<file path="config.mk">
export PLATFORM = sky130hd
export DESIGN_NAME = pmp_mprv_unit
export DESIGN_NICKNAME = d
export VERILOG_FILES = /design/src/rtl/pmp_mprv_pkg.sv /design/src/rtl/pmp_napot_match.sv /design/src/rtl/pmp_entry.sv /design/src/rtl/pmp_priv_ctrl.sv /design/src/rtl/pmp_resolve.sv /design/src/rtl/pmp_mprv_unit.sv
export SDC_FILE = /design/constraint.sdc
export NUM_CORES = 1
export LEC_CHECK = 0
export ABC_AREA = 1
export BUFFER_PORTS_ARGS = -buffer_cell sky130_fd_sc_hd__buf_2
export CAP_MARGIN = 20
export CORE_MARGIN = 4
export CORE_UTILIZATION = 40
export CTS_BUF_LIST = sky130_fd_sc_hd__clkbuf_16
export DETAILED_ROUTE_END_ITERATION = 16
export GPL_TIMING_DRIVEN = 0
export PLACE_DENSITY = 0.62
export SLEW_MARGIN = 10
export SYNTH_ARGS = -nofsm -noshare
export SYNTH_HDL_FRONTEND = slang
export SYNTH_SLANG_ARGS = --single-unit
</file>
<file path="constraint.sdc">
create_clock -name clk_i -period 5.3 [get_ports clk_i]
set_clock_uncertainty 0.2 [all_clocks]
set_input_delay 0.795 -clock clk_i [delete_from_list [all_inputs] [get_ports clk_i]]
set_output_delay 0.795 -clock clk_i [all_outputs]
set_load 0.01 [all_outputs]
</file>
<file path="src/rtl/pmp_mprv_pkg.sv">
package pmp_mprv_pkg;
  localparam logic [1:0] PRIV_U = 2'b00;
  localparam logic [1:0] PRIV_M = 2'b11;

  localparam logic [1:0] KIND_FETCH = 2'd0;
  localparam logic [1:0] KIND_LOAD  = 2'd1;
  localparam logic [1:0] KIND_STORE = 2'd2;

  localparam logic [1:0] MODE_NAPOT = 2'd3;

  localparam logic [4:0] CAUSE_NONE  = 5'd0;
  localparam logic [4:0] CAUSE_FETCH = 5'd1;
  localparam logic [4:0] CAUSE_LOAD  = 5'd5;
  localparam logic [4:0] CAUSE_STORE = 5'd7;

  localparam int MS_MPRV_BIT = 17;
  localparam int MS_MPP_LSB  = 11;

  typedef struct packed {
    logic lock;
    logic r;
    logic w;
    logic x;
  } perm_t;
endpackage

</file>
<file path="src/rtl/pmp_napot_match.sv">
module pmp_napot_match #(
  parameter int ADDR_W  = 32,
  localparam int PROBE_W = ADDR_W + 2
) (
  input  logic               en_i,
  input  logic [ADDR_W-1:0]  region_i,
  input  logic [PROBE_W-1:0] probe_i,
  output logic               hit_o
);
  logic [ADDR_W-1:0]  toggled;
  logic [PROBE_W-1:0] ignore_mask;
  logic [PROBE_W-1:0] diff;

  // trailing ones plus the first zero flip on increment: those bits span the region
  assign toggled     = region_i ^ (region_i + ADDR_W'(1));
  assign ignore_mask = {toggled, 2'b11};
  assign diff        = probe_i ^ {region_i, 2'b00};
  assign hit_o       = en_i && ((diff & ~ignore_mask) == '0);
endmodule

</file>
<file path="src/rtl/pmp_entry.sv">
module pmp_entry
  import pmp_mprv_pkg::*;
#(
  parameter int ADDR_W  = 32,
  localparam int PROBE_W = ADDR_W + 2
) (
  input  logic               clk_i,
  input  logic               rst_ni,
  input  logic               cfg_we_i,
  input  logic [7:0]         cfg_wdata_i,
  input  logic               addr_we_i,
  input  logic [ADDR_W-1:0]  addr_wdata_i,
  input  logic [PROBE_W-1:0] first_i,
  input  logic [PROBE_W-1:0] last_i,
  output logic               hit_o,
  output logic               full_o,
  output perm_t              perm_o
);
  logic [1:0]        mode_q;
  perm_t             perm_q;
  logic [ADDR_W-1:0] region_q;
  logic              en;
  logic [1:0]        end_hit;
  logic              unused_cfg;

  assign unused_cfg = ^cfg_wdata_i[6:5];

  always_ff @(posedge clk_i or negedge rst_ni) begin
    if (!rst_ni) begin
      mode_q   <= '0;
      perm_q   <= '0;
      region_q <= '0;
    end else if (!perm_q.lock) begin
      if (cfg_we_i) begin
        mode_q <= cfg_wdata_i[4:3];
        perm_q <= '{lock: cfg_wdata_i[7], r: cfg_wdata_i[0],
                    w: cfg_wdata_i[1], x: cfg_wdata_i[2]};
      end
      if (addr_we_i) region_q <= addr_wdata_i;
    end
  end

  assign en = (mode_q == MODE_NAPOT);

  pmp_napot_match #(.ADDR_W(ADDR_W)) u_lo (
    .en_i(en), .region_i(region_q), .probe_i(first_i), .hit_o(end_hit[0]));
  pmp_napot_match #(.ADDR_W(ADDR_W)) u_hi (
    .en_i(en), .region_i(region_q), .probe_i(last_i), .hit_o(end_hit[1]));

  assign hit_o  = |end_hit;
  assign full_o = &end_hit;
  assign perm_o = perm_q;
endmodule

</file>
<file path="src/rtl/pmp_priv_ctrl.sv">
module pmp_priv_ctrl
  import pmp_mprv_pkg::*;
(
  input  logic        clk_i,
  input  logic        rst_ni,
  input  logic        ms_we_i,
  input  logic [31:0] ms_wdata_i,
  input  logic        trap_i,
  input  logic        mret_i,
  output logic [1:0]  priv_o,
  output logic        mprv_o,
  output logic [1:0]  mpp_o
);
  logic [1:0] priv_q, mpp_q;
  logic       mprv_q;
  logic       unused_wdata;

  assign unused_wdata = ^{ms_wdata_i[31:18], ms_wdata_i[16:13], ms_wdata_i[10:0]};

  always_ff @(posedge clk_i or negedge rst_ni) begin
    if (!rst_ni) begin
      priv_q <= PRIV_M;
      mpp_q  <= PRIV_U;
      mprv_q <= 1'b0;
    end else if (trap_i) begin
      mpp_q  <= priv_q;
      priv_q <= PRIV_M;
    end else if (mret_i) begin
      priv_q <= mpp_q;
      mpp_q  <= PRIV_U;
      if (mpp_q != PRIV_M) mprv_q <= 1'b0;
    end else if (ms_we_i) begin
      mprv_q <= ms_wdata_i[MS_MPRV_BIT];
      mpp_q  <= (ms_wdata_i[MS_MPP_LSB+1:MS_MPP_LSB] == PRIV_M) ? PRIV_M : PRIV_U;
    end
  end

  assign priv_o = priv_q;
  assign mprv_o = mprv_q;
  assign mpp_o  = mpp_q;
endmodule

</file>
<file path="src/rtl/pmp_resolve.sv">
module pmp_resolve
  import pmp_mprv_pkg::*;
#(
  parameter int N_ENTRIES = 4
) (
  input  logic [N_ENTRIES-1:0] hit_i,
  input  logic [N_ENTRIES-1:0] full_i,
  input  perm_t                perm_i [N_ENTRIES],
  input  logic [1:0]           eff_priv_i,
  input  logic [1:0]           kind_i,
  output logic                 allow_o
);
  logic  found;
  logic  full_sel;
  perm_t perm_sel;
  logic  need;

  always_comb begin
    found    = 1'b0;
    full_sel = 1'b0;
    perm_sel = '0;
    for (int i = 0; i < N_ENTRIES; i++) begin
      if (!found && hit_i[i]) begin
        found    = 1'b1;
        full_sel = full_i[i];
        perm_sel = perm_i[i];
      end
    end
  end

  always_comb begin
    unique case (kind_i)
      KIND_FETCH: need = perm_sel.x;
      KIND_LOAD:  need = perm_sel.r;
      default:    need = perm_sel.w;
    endcase
  end

  always_comb begin
    if (!found)                                    allow_o = (eff_priv_i == PRIV_M);
    else if (!full_sel)                            allow_o = 1'b0;
    else if (eff_priv_i == PRIV_M && !perm_sel.lock) allow_o = 1'b1;
    else                                           allow_o = need;
  end
endmodule

</file>
<file path="src/rtl/pmp_mprv_unit.sv">
module pmp_mprv_unit
  import pmp_mprv_pkg::*;
#(
  parameter int N_ENTRIES = 4,
  parameter int ADDR_W    = 32,
  localparam int IDX_W    = (N_ENTRIES > 1) ? $clog2(N_ENTRIES) : 1,
  localparam int PROBE_W  = ADDR_W + 2
) (
  input  logic              clk_i,
  input  logic              rst_ni,
  input  logic [IDX_W-1:0]  entry_sel_i,
  input  logic              cfg_we_i,
  input  logic [7:0]        cfg_wdata_i,
  input  logic              addr_we_i,
  input  logic [ADDR_W-1:0] addr_wdata_i,
  input  logic              ms_we_i,
  input  logic [31:0]       ms_wdata_i,
  input  logic              trap_i,
  input  logic              mret_i,
  input  logic [ADDR_W-1:0] req_addr_i,
  input  logic [1:0]        req_size_i,
  input  logic [1:0]        req_kind_i,
  output logic [1:0]        priv_o,
  output logic [31:0]       ms_rdata_o,
  output logic [1:0]        eff_priv_o,
  output logic              fault_o,
  output logic [4:0]        fault_cause_o
);
  logic [1:0]           priv, mpp;
  logic                 mprv;
  logic [PROBE_W-1:0]   first, last;
  logic [N_ENTRIES-1:0] hit, full;
  perm_t                perm [N_ENTRIES];
  logic                 allow;

  pmp_priv_ctrl u_priv (
    .clk_i, .rst_ni, .ms_we_i, .ms_wdata_i, .trap_i, .mret_i,
    .priv_o(priv), .mprv_o(mprv), .mpp_o(mpp));

  assign first = {2'b00, req_addr_i};
  assign last  = first + (PROBE_W'(1) << req_size_i) - PROBE_W'(1);

  for (genvar g = 0; g < N_ENTRIES; g++) begin : g_entry
    pmp_entry #(.ADDR_W(ADDR_W)) u_entry (
      .clk_i, .rst_ni,
      .cfg_we_i    (cfg_we_i  && entry_sel_i == IDX_W'(g)),
      .cfg_wdata_i,
      .addr_we_i   (addr_we_i && entry_sel_i == IDX_W'(g)),
      .addr_wdata_i,
      .first_i(first), .last_i(last),
      .hit_o(hit[g]), .full_o(full[g]), .perm_o(perm[g]));
  end

  // data accesses borrow the saved privilege; fetches never do
  assign eff_priv_o = (req_kind_i != KIND_FETCH && priv == PRIV_M && mprv) ? mpp : priv;

  pmp_resolve #(.N_ENTRIES(N_ENTRIES)) u_resolve (
    .hit_i(hit), .full_i(full), .perm_i(perm),
    .eff_priv_i(eff_priv_o), .kind_i(req_kind_i), .allow_o(allow));

  assign fault_o = !allow;
  always_comb begin
    if (allow)                          fault_cause_o = CAUSE_NONE;
    else if (req_kind_i == KIND_FETCH)  fault_cause_o = CAUSE_FETCH;
    else if (req_kind_i == KIND_LOAD)   fault_cause_o = CAUSE_LOAD;
    else                                fault_cause_o = CAUSE_STORE;
  end

  assign priv_o = priv;
  always_comb begin
    ms_rdata_o = '0;
    ms_rdata_o[MS_MPRV_BIT] = mprv;
    ms_rdata_o[MS_MPP_LSB+1:MS_MPP_LSB] = mpp;
  end
endmodule

</file>
==> flow_summary_export.csv, run 1 <==
group,metric,value,unit
timing,setup_ws,-0.699,ns
critical_path,r2r_cells,4,
critical_path,required,4.30,ns
logic_synthesis,yosysTopAreaCell,"dfrtp_1",
timing,slew-limit-headroom,0.263,
worst_hold_path,hp-class,"input port to asynchronous set/reset pin",
power,pwr-share-comb,0.295,
floorplan,fp-row-count,71,
final_layout,nets,2923,
power,power,3.46,mW
logic_synthesis,synth-edff-count,0,
clocking,hold_buffers,0,
drt,wirelength,63.7,mm
timing,worst_pin_slew,1.11,ns
final_layout,final_cell_area,18000,µm²
placed_design,dp_cells,3202,
placed_design,dp_hpwl,53.3,mm
clocking,cts_tree,"built",
power,power.leakage,9.03,nW
grt,grt-ovfl-total,0,
logic_synthesis,netlist_area,15300,µm²
final_layout,nFillCells,4132,
timing,hold_viol,0,
grt,grt_pass1_vias,16200,
floorplan,die_w,204,µm
floorplan,core_region_area,37700,µm²
floorplan,die_h,204,µm
drt,drtPass1Iterations,6,
timing,rsz0062_at_grt,"true",
drt,wl_per_cell,19.4,µm
logic_synthesis,seq_area_frac_synth,0.257,
power,power.density,192,nW/µm²
clocking,cts_root_buffer,"clkbuf_16",
timing,setup_viol,4,
clocking,cts_buffers,17,
critical_path,crit_fanout,4,
final_layout,fin_cells,3283,
placed_design,place_area,16600,µm²
final_layout,area_growth,17.5,%
floorplan,start_util,0.406,
clocking,numClockSinks,157,
placed_design,port_buffers,94,
drt,drc,0,
logic_synthesis,syn_inst,2566,
power,peakVddDrop,0.000221,V
timing,clock.fmax,0.167,GHz
timing,finalMaxSlewViolations,0,
drt,postRouteAntennaNets,0,
critical_path,critPathMaxStageDelay,0.51,ns
grt,grt_max_degree,86,
timing,period_share,1.13,
placed_design,place_congestion,0.978,
logic_synthesis,synth_common_cells,"nand2_1 (772), inv_1 (369), nor2_1 (264), nand3_1 (255), o21ai_0 (218)",
critical_path,cpMostUsedCell,"nor3_4",
critical_path,critPathSlowestCell,"or4_4",
grt,gr-usage-all-layers,0.300,
status,violations,"negative setup slack",
drt,viasPerCell,5.31,
clocking,clockBufferDepth,2,
power,switching_share,0.373,
clocking,clk_pin_slew,0.07,ns
placed_design,place_ws,-1.21,ns
grt,grt_antenna_before_repair,0,
critical_path,cp.arrival,5.00,ns
logic_synthesis,synth-seq-cells,157,
status,outcome,"complete, but fails checks",
clocking,clock_latency,0.43,ns
job,drv_cap,0,
clocking,htree_num_levels,4,
floorplan,dieArea,41400,µm²
final_layout,drive_gt1_frac,0.147,
logic_synthesis,synth.most_common_cell,"nand2_1",
timing,fin_crit,6.00,ns
logic_synthesis,synthArstFlopShare,1.00,
final_layout,n_antenna_cell,0,
power,seqPwrFrac,0.349,
critical_path,worstSetupPathType,"flop to primary output",
logic_synthesis,synth_top_area_frac,0.253,
logic_synthesis,yosysWarnings,0,
drt,drtIter0Drc,1867,
power,p_int,2.17,mW
logic_synthesis,synth.distinct_cells,52,
logic_synthesis,synthTopCellsByArea,"dfrtp_1 (25%), nand2_1 (19%), inv_1 (9.1%), nand3_1 (8.3%), o21ai_0 (7.1%)",
logic_synthesis,syn_area_per_cell,5.96,µm²
power,power_switching,1.29,mW
floorplan,ios,159,
critical_path,start_kind,"flop",
logic_synthesis,ys.flop_type,"dfrtp_1",
grt,grt_pass1_wl,93.7,mm
drt,num_vias,17400,
power,pwr-share-clk,0.356,
critical_path,cp-end-kind,"primary output",
## area by class of cell
| type | instances | area [µm²] | area share |
|---|---|---|---|
| inverter | 390 | 1470 | 0.0817 |
| multi-input combinational | 1968 | 9980 | 0.555 |
| tap | 511 | 639 | 0.0356 |
| clock inverter | 15 | 158 | 0.00877 |
| sequential | 157 | 3950 | 0.220 |
| clock buffer | 17 | 425 | 0.0237 |
| timing repair buffer | 146 | 918 | 0.0511 |
| buffer | 79 | 435 | 0.0242 |
## repair_timing
action / CTS / global route
resized for setup: 54 / 56
pin swaps: 25 / 50
buffers inserted: 19 / 32
setup endpoints to repair: 4 / 4
## registers in the layout (all words and copies together) (netlist names)
name and count:
u_priv.mpp_o 2, u_priv.priv_o 2, g_entry.u_entry.region_q 128, g_entry.u_entry.perm_o 16, u_priv.mprv_o 1, g_entry.u_entry.mode_q 8
## power groups by stage
stage	clock network (mW)	registers, mW	logic (mW)
after floorplan	0	1.23	0.614
after global placement	0	1.23	0.969
after detailed placement	0	1.23	0.979
after CTS	1.25	1.21	0.985
after global routing	1.31	1.21	1.12
final	1.23	1.21	1.02
## routing by layer
layer | vias up | GRT usage | routed length (µm)
met5 | - | 0 | 0
met4 | 0 | 0.129 | 3050
met3 | 99 | 0.0590 | 5890
met2 | 743 | 0.452 | 27000
met1 | 8044 | 0.419 | 27800
li1 | 8533 | - | -
## critical path, delay by kind of cell (launching register included)
kind                     cells  cell delay [ns]
AO/OA/AOI/OAI                2             0.28
flip-flops                   1             0.37
adder cells (fa/ha/maj)      1             0.18
buffers and inverters        4             0.43
AND/OR/NAND/NOR             22             3.30
## placed cells by master (no fill, tap or decap), drive strengths merged, types with 53 or more instances in the layout
master / netlist / final
nand3: 263 / 263
dfrtp: 155 / 155
clkbuf: 41 / 57
inv: 387 / 394
nand4: 53 / 53
nor2: 291 / 291
o21ai: 225 / 225
buf: 40 / 185
a21oi: 58 / 58
nand2: 811 / 811
## path summary, 6_finish.rpt
kind                                           startpoint                             end  slack, ns
max in group asynchronous                          rst_ni                u_priv.priv_o[0]       3.94
hold / removal                                     rst_ni  g_entry[2].u_entry.region_q[3]       0.13
setup reg to reg             g_entry[0].u_entry.perm_o[3]  g_entry[0].u_entry.region_q[1]       2.90
min in group clk_i           g_entry[1].u_entry.mode_q[0]    g_entry[1].u_entry.mode_q[0]       0.29
setup / recovery           g_entry[2].u_entry.region_q[0]                fault_cause_o[2]      -0.70
hold reg to reg              g_entry[1].u_entry.mode_q[0]    g_entry[1].u_entry.mode_q[0]       0.29
## metrics by stage
stage               TNS (ns)  hold WS (ns)   util
floorplan                  0         0.248      -
global placement       -4.75         0.265  0.439
detailed placement     -4.68         0.273  0.440
CTS                    -2.61         0.143  0.465
global route           -3.54         0.163  0.477
finish                 -2.75         0.130  0.477
## cells by family (layout without fill, tap and decap cells)
kind of cell / count (synthesis) / in the layout / share of synthesized area
adder cells (fa/ha/maj): 47 / 47 / 0.0384
AO/OA/AOI/OAI: 320 / 320 / 0.112
flip-flops: 157 / 157 / 0.257
AND/OR/NAND/NOR: 1509 / 1509 / 0.433
buffers and inverters: 471 / 647 / 0.124
XOR/XNOR: 61 / 61 / 0.0349
other: 1 / 31 / 0.000245
(Power assumes the default switching activity.)
==> run 2, diff against run 1 <==
Settings changed: PLACE_DENSITY 0.62 to 0.61, SETUP_SLACK_MARGIN set to 0.15, SYNTH_HIERARCHICAL set to 1.
==> run 2 against run 1 <==
Effect of this change:
- first-iteration DRC count shrank 15%
- the run still ends with negative setup slack left
- critical endpoint is now fault_cause_o[0]
- hold slack got worse by 0.095 ns
- clock power barely moved
- sequential share of layout area fell by 3.5 points
- via count grew 15%
- setup slack gained 0.13 ns
- critical path depth rose by 6
- final cell count grew 18%
- flip-flop and latch count stayed put
- total power increased by 8.2%
- sequential power about the same
- combinational power up 25%
==> flow_summary_export.csv, run 2 <==
group,metric,value,unit
floorplan,start_util,0.404,
power,power_switching,1.43,mW
final_layout,nFillCells,4831,
clocking,clock_latency,0.46,ns
clocking,cts_buffers,17,
critical_path,start_kind,"input port",
drt,wirelength,78.3,mm
critical_path,worstSetupPathType,"input port to primary output",
timing,setup_ws,-0.570,ns
grt,grt_use_met1,0.385,
critical_path,cpMostUsedCell,"nand3_2",
status,outcome,"complete, but fails checks",
power,peakVddDrop,0.000164,V
critical_path,cp.arrival,4.88,ns
final_layout,n_antenna_cell,0,
floorplan,die_w,222,µm
power,pwr-share-clk,0.335,
final_layout,area_growth,16.0,%
logic_synthesis,syn_inst,3089,
timing,clock.fmax,0.170,GHz
floorplan,ios,159,
timing,hold_viol,0,
grt,gr-usage-all-layers,0.308,
drt,num_vias,20000,
timing,period_share,1.11,
critical_path,crit_family,"simple AND/OR/NAND/NOR gates",
clocking,htree_num_levels,4,
drt,drtIter0Drc,1582,
critical_path,cp_num_buf_inv,9,
floorplan,fp-row-count,78,
placed_design,place_congestion,1.01,
clocking,hold_buffers,0,
final_layout,largest_reg_flops,128,
job,drv_cap,0,
timing,rsz0062_at_grt,"true",
power,seqPwrFrac,0.323,
grt,met3_usage,0.0363,
grt,grt_pass1_wl,115,mm
timing,fin_crit,5.87,ns
clocking,cts_root_buffer,"clkbuf_16",
placed_design,port_buffers,96,
drt,postRouteAntennaNets,0,
grt,grt_max_degree,91,
floorplan,core_region_area,45300,µm²
drt,wl_per_cell,20.2,µm
drt,drtPass1Iterations,9,
critical_path,critPathMaxStageDelay,0.40,ns
timing,hold_ws,0.0349,ns
logic_synthesis,syn_area_per_cell,5.93,µm²
power,power,3.74,mW
floorplan,dieArea,49300,µm²
power,power.leakage,10.7,nW
grt,grt_antenna_before_repair,0,
worst_hold_path,hp-class,"input port to asynchronous set/reset pin",
final_layout,mostFrequentLayoutCells,"nand2_1 (1232), nor2_1 (446), inv_1 (270)",
grt,use_met2,0.533,
critical_path,r2r_slack,3.93,ns
clocking,clk_pin_slew,0.07,ns
drt,viasPerCell,5.15,
placed_design,dp_hpwl,64.1,mm
critical_path,crit_fanout,4,
power,switching_share,0.382,
power,p_int,2.31,mW
final_layout,regArea,3930,µm²
logic_synthesis,netlist_area,18300,µm²
grt,grt_pass1_vias,18900,
placed_design,place_ws,-1.34,ns
floorplan,die_h,222,µm
clocking,clockBufferDepth,2,
timing,worst_pin_slew,1.15,ns
critical_path,critPathSlowestCell,"fa_2",
final_layout,multi_input_area,13400,µm²
status,violations,"negative setup slack",
power,power.density,176,nW/µm²
timing,slew-limit-headroom,0.230,
clocking,cts_tree,"built",
drt,drc,0,
logic_synthesis,yosysWarnings,6,
final_layout,nets,3434,
critical_path,required,4.30,ns
power,pwr-share-comb,0.342,
final_layout,postLayoutCoreUtil,0.469,
clocking,numClockSinks,157,
final_layout,top_register,"g_entry.u_entry/region_q",
timing,setup_viol,4,
grt,grt-ovfl-total,0,
final_layout,drive_gt1_frac,0.169,
timing,finalMaxSlewViolations,0,
critical_path,cp-end-kind,"primary output",
grt,grt-busiest-layer,"met2",
final_layout,mostFrequentLayoutCell,"nand2_1",
## run 2: area by class of cell
type	count	area share
Timing Repair Buffer	126	0.0401
Tap cell	600	0.0353
Buffer	77	0.0276
Inverter	312	0.0557
Sequential cell	157	0.185
Multi-Input combinational cell	2581	0.629
Clock buffer	17	0.0200
Clock inverter	15	0.00707
## run 2: per-layer routing
layer  vias up  part of all wire
li1       9785                 -
met1      9347              0.41
met5         -                 0
met2       718              0.48
met3       173             0.058
met4         0             0.052
## run 2: per-stage QoR
stage | TNS, ns | cell area [µm²] | instances
after floorplan | 0 | 18500 | 3127
after global placement | -4.92 | 19700 | 3823
after detailed placement | -5.04 | 19800 | 3824
after CTS | -1.73 | 20900 | 3875
after global routing | -2.91 | 21200 | 3885
final | -2.10 | 21200 | 3885
## run 2: power groups by stage
stage / sequential (mW) / combinational [mW] / clock [mW]
after floorplan: 1.23 / 0.682 / 0
after global placement: 1.23 / 1.08 / 0
final: 1.21 / 1.28 / 1.25
after detailed placement: 1.23 / 1.09 / 0
after global routing: 1.21 / 1.38 / 1.33
after CTS: 1.21 / 1.19 / 1.28
## run 2: what timing repair did
action | in CTS | in global routing
resized for setup | 84 | 59
setup endpoints to repair | 4 | 4
setup buffers | 19 | 10
pin swaps | 38 | 45
## run 2: path summary, 6_finish.rpt
check | end | cells past startpoint | startpoint
worst max-delay path | fault_cause_o[0] | 35 | req_size_i[1]
worst min-delay path | u_priv/mprv_o | 1 | rst_ni
worst max register to register | g_entry[2].u_entry/perm_o[0] | 5 | g_entry[2].u_entry/perm_o[3]
worst min register to register | g_entry[2].u_entry/perm_o[1] | 2 | g_entry[2].u_entry/perm_o[1]
max in group asynchronous | g_entry[1].u_entry/region_q[28] | 2 | rst_ni
min in group clk_i | g_entry[2].u_entry/perm_o[1] | 2 | g_entry[2].u_entry/perm_o[1]
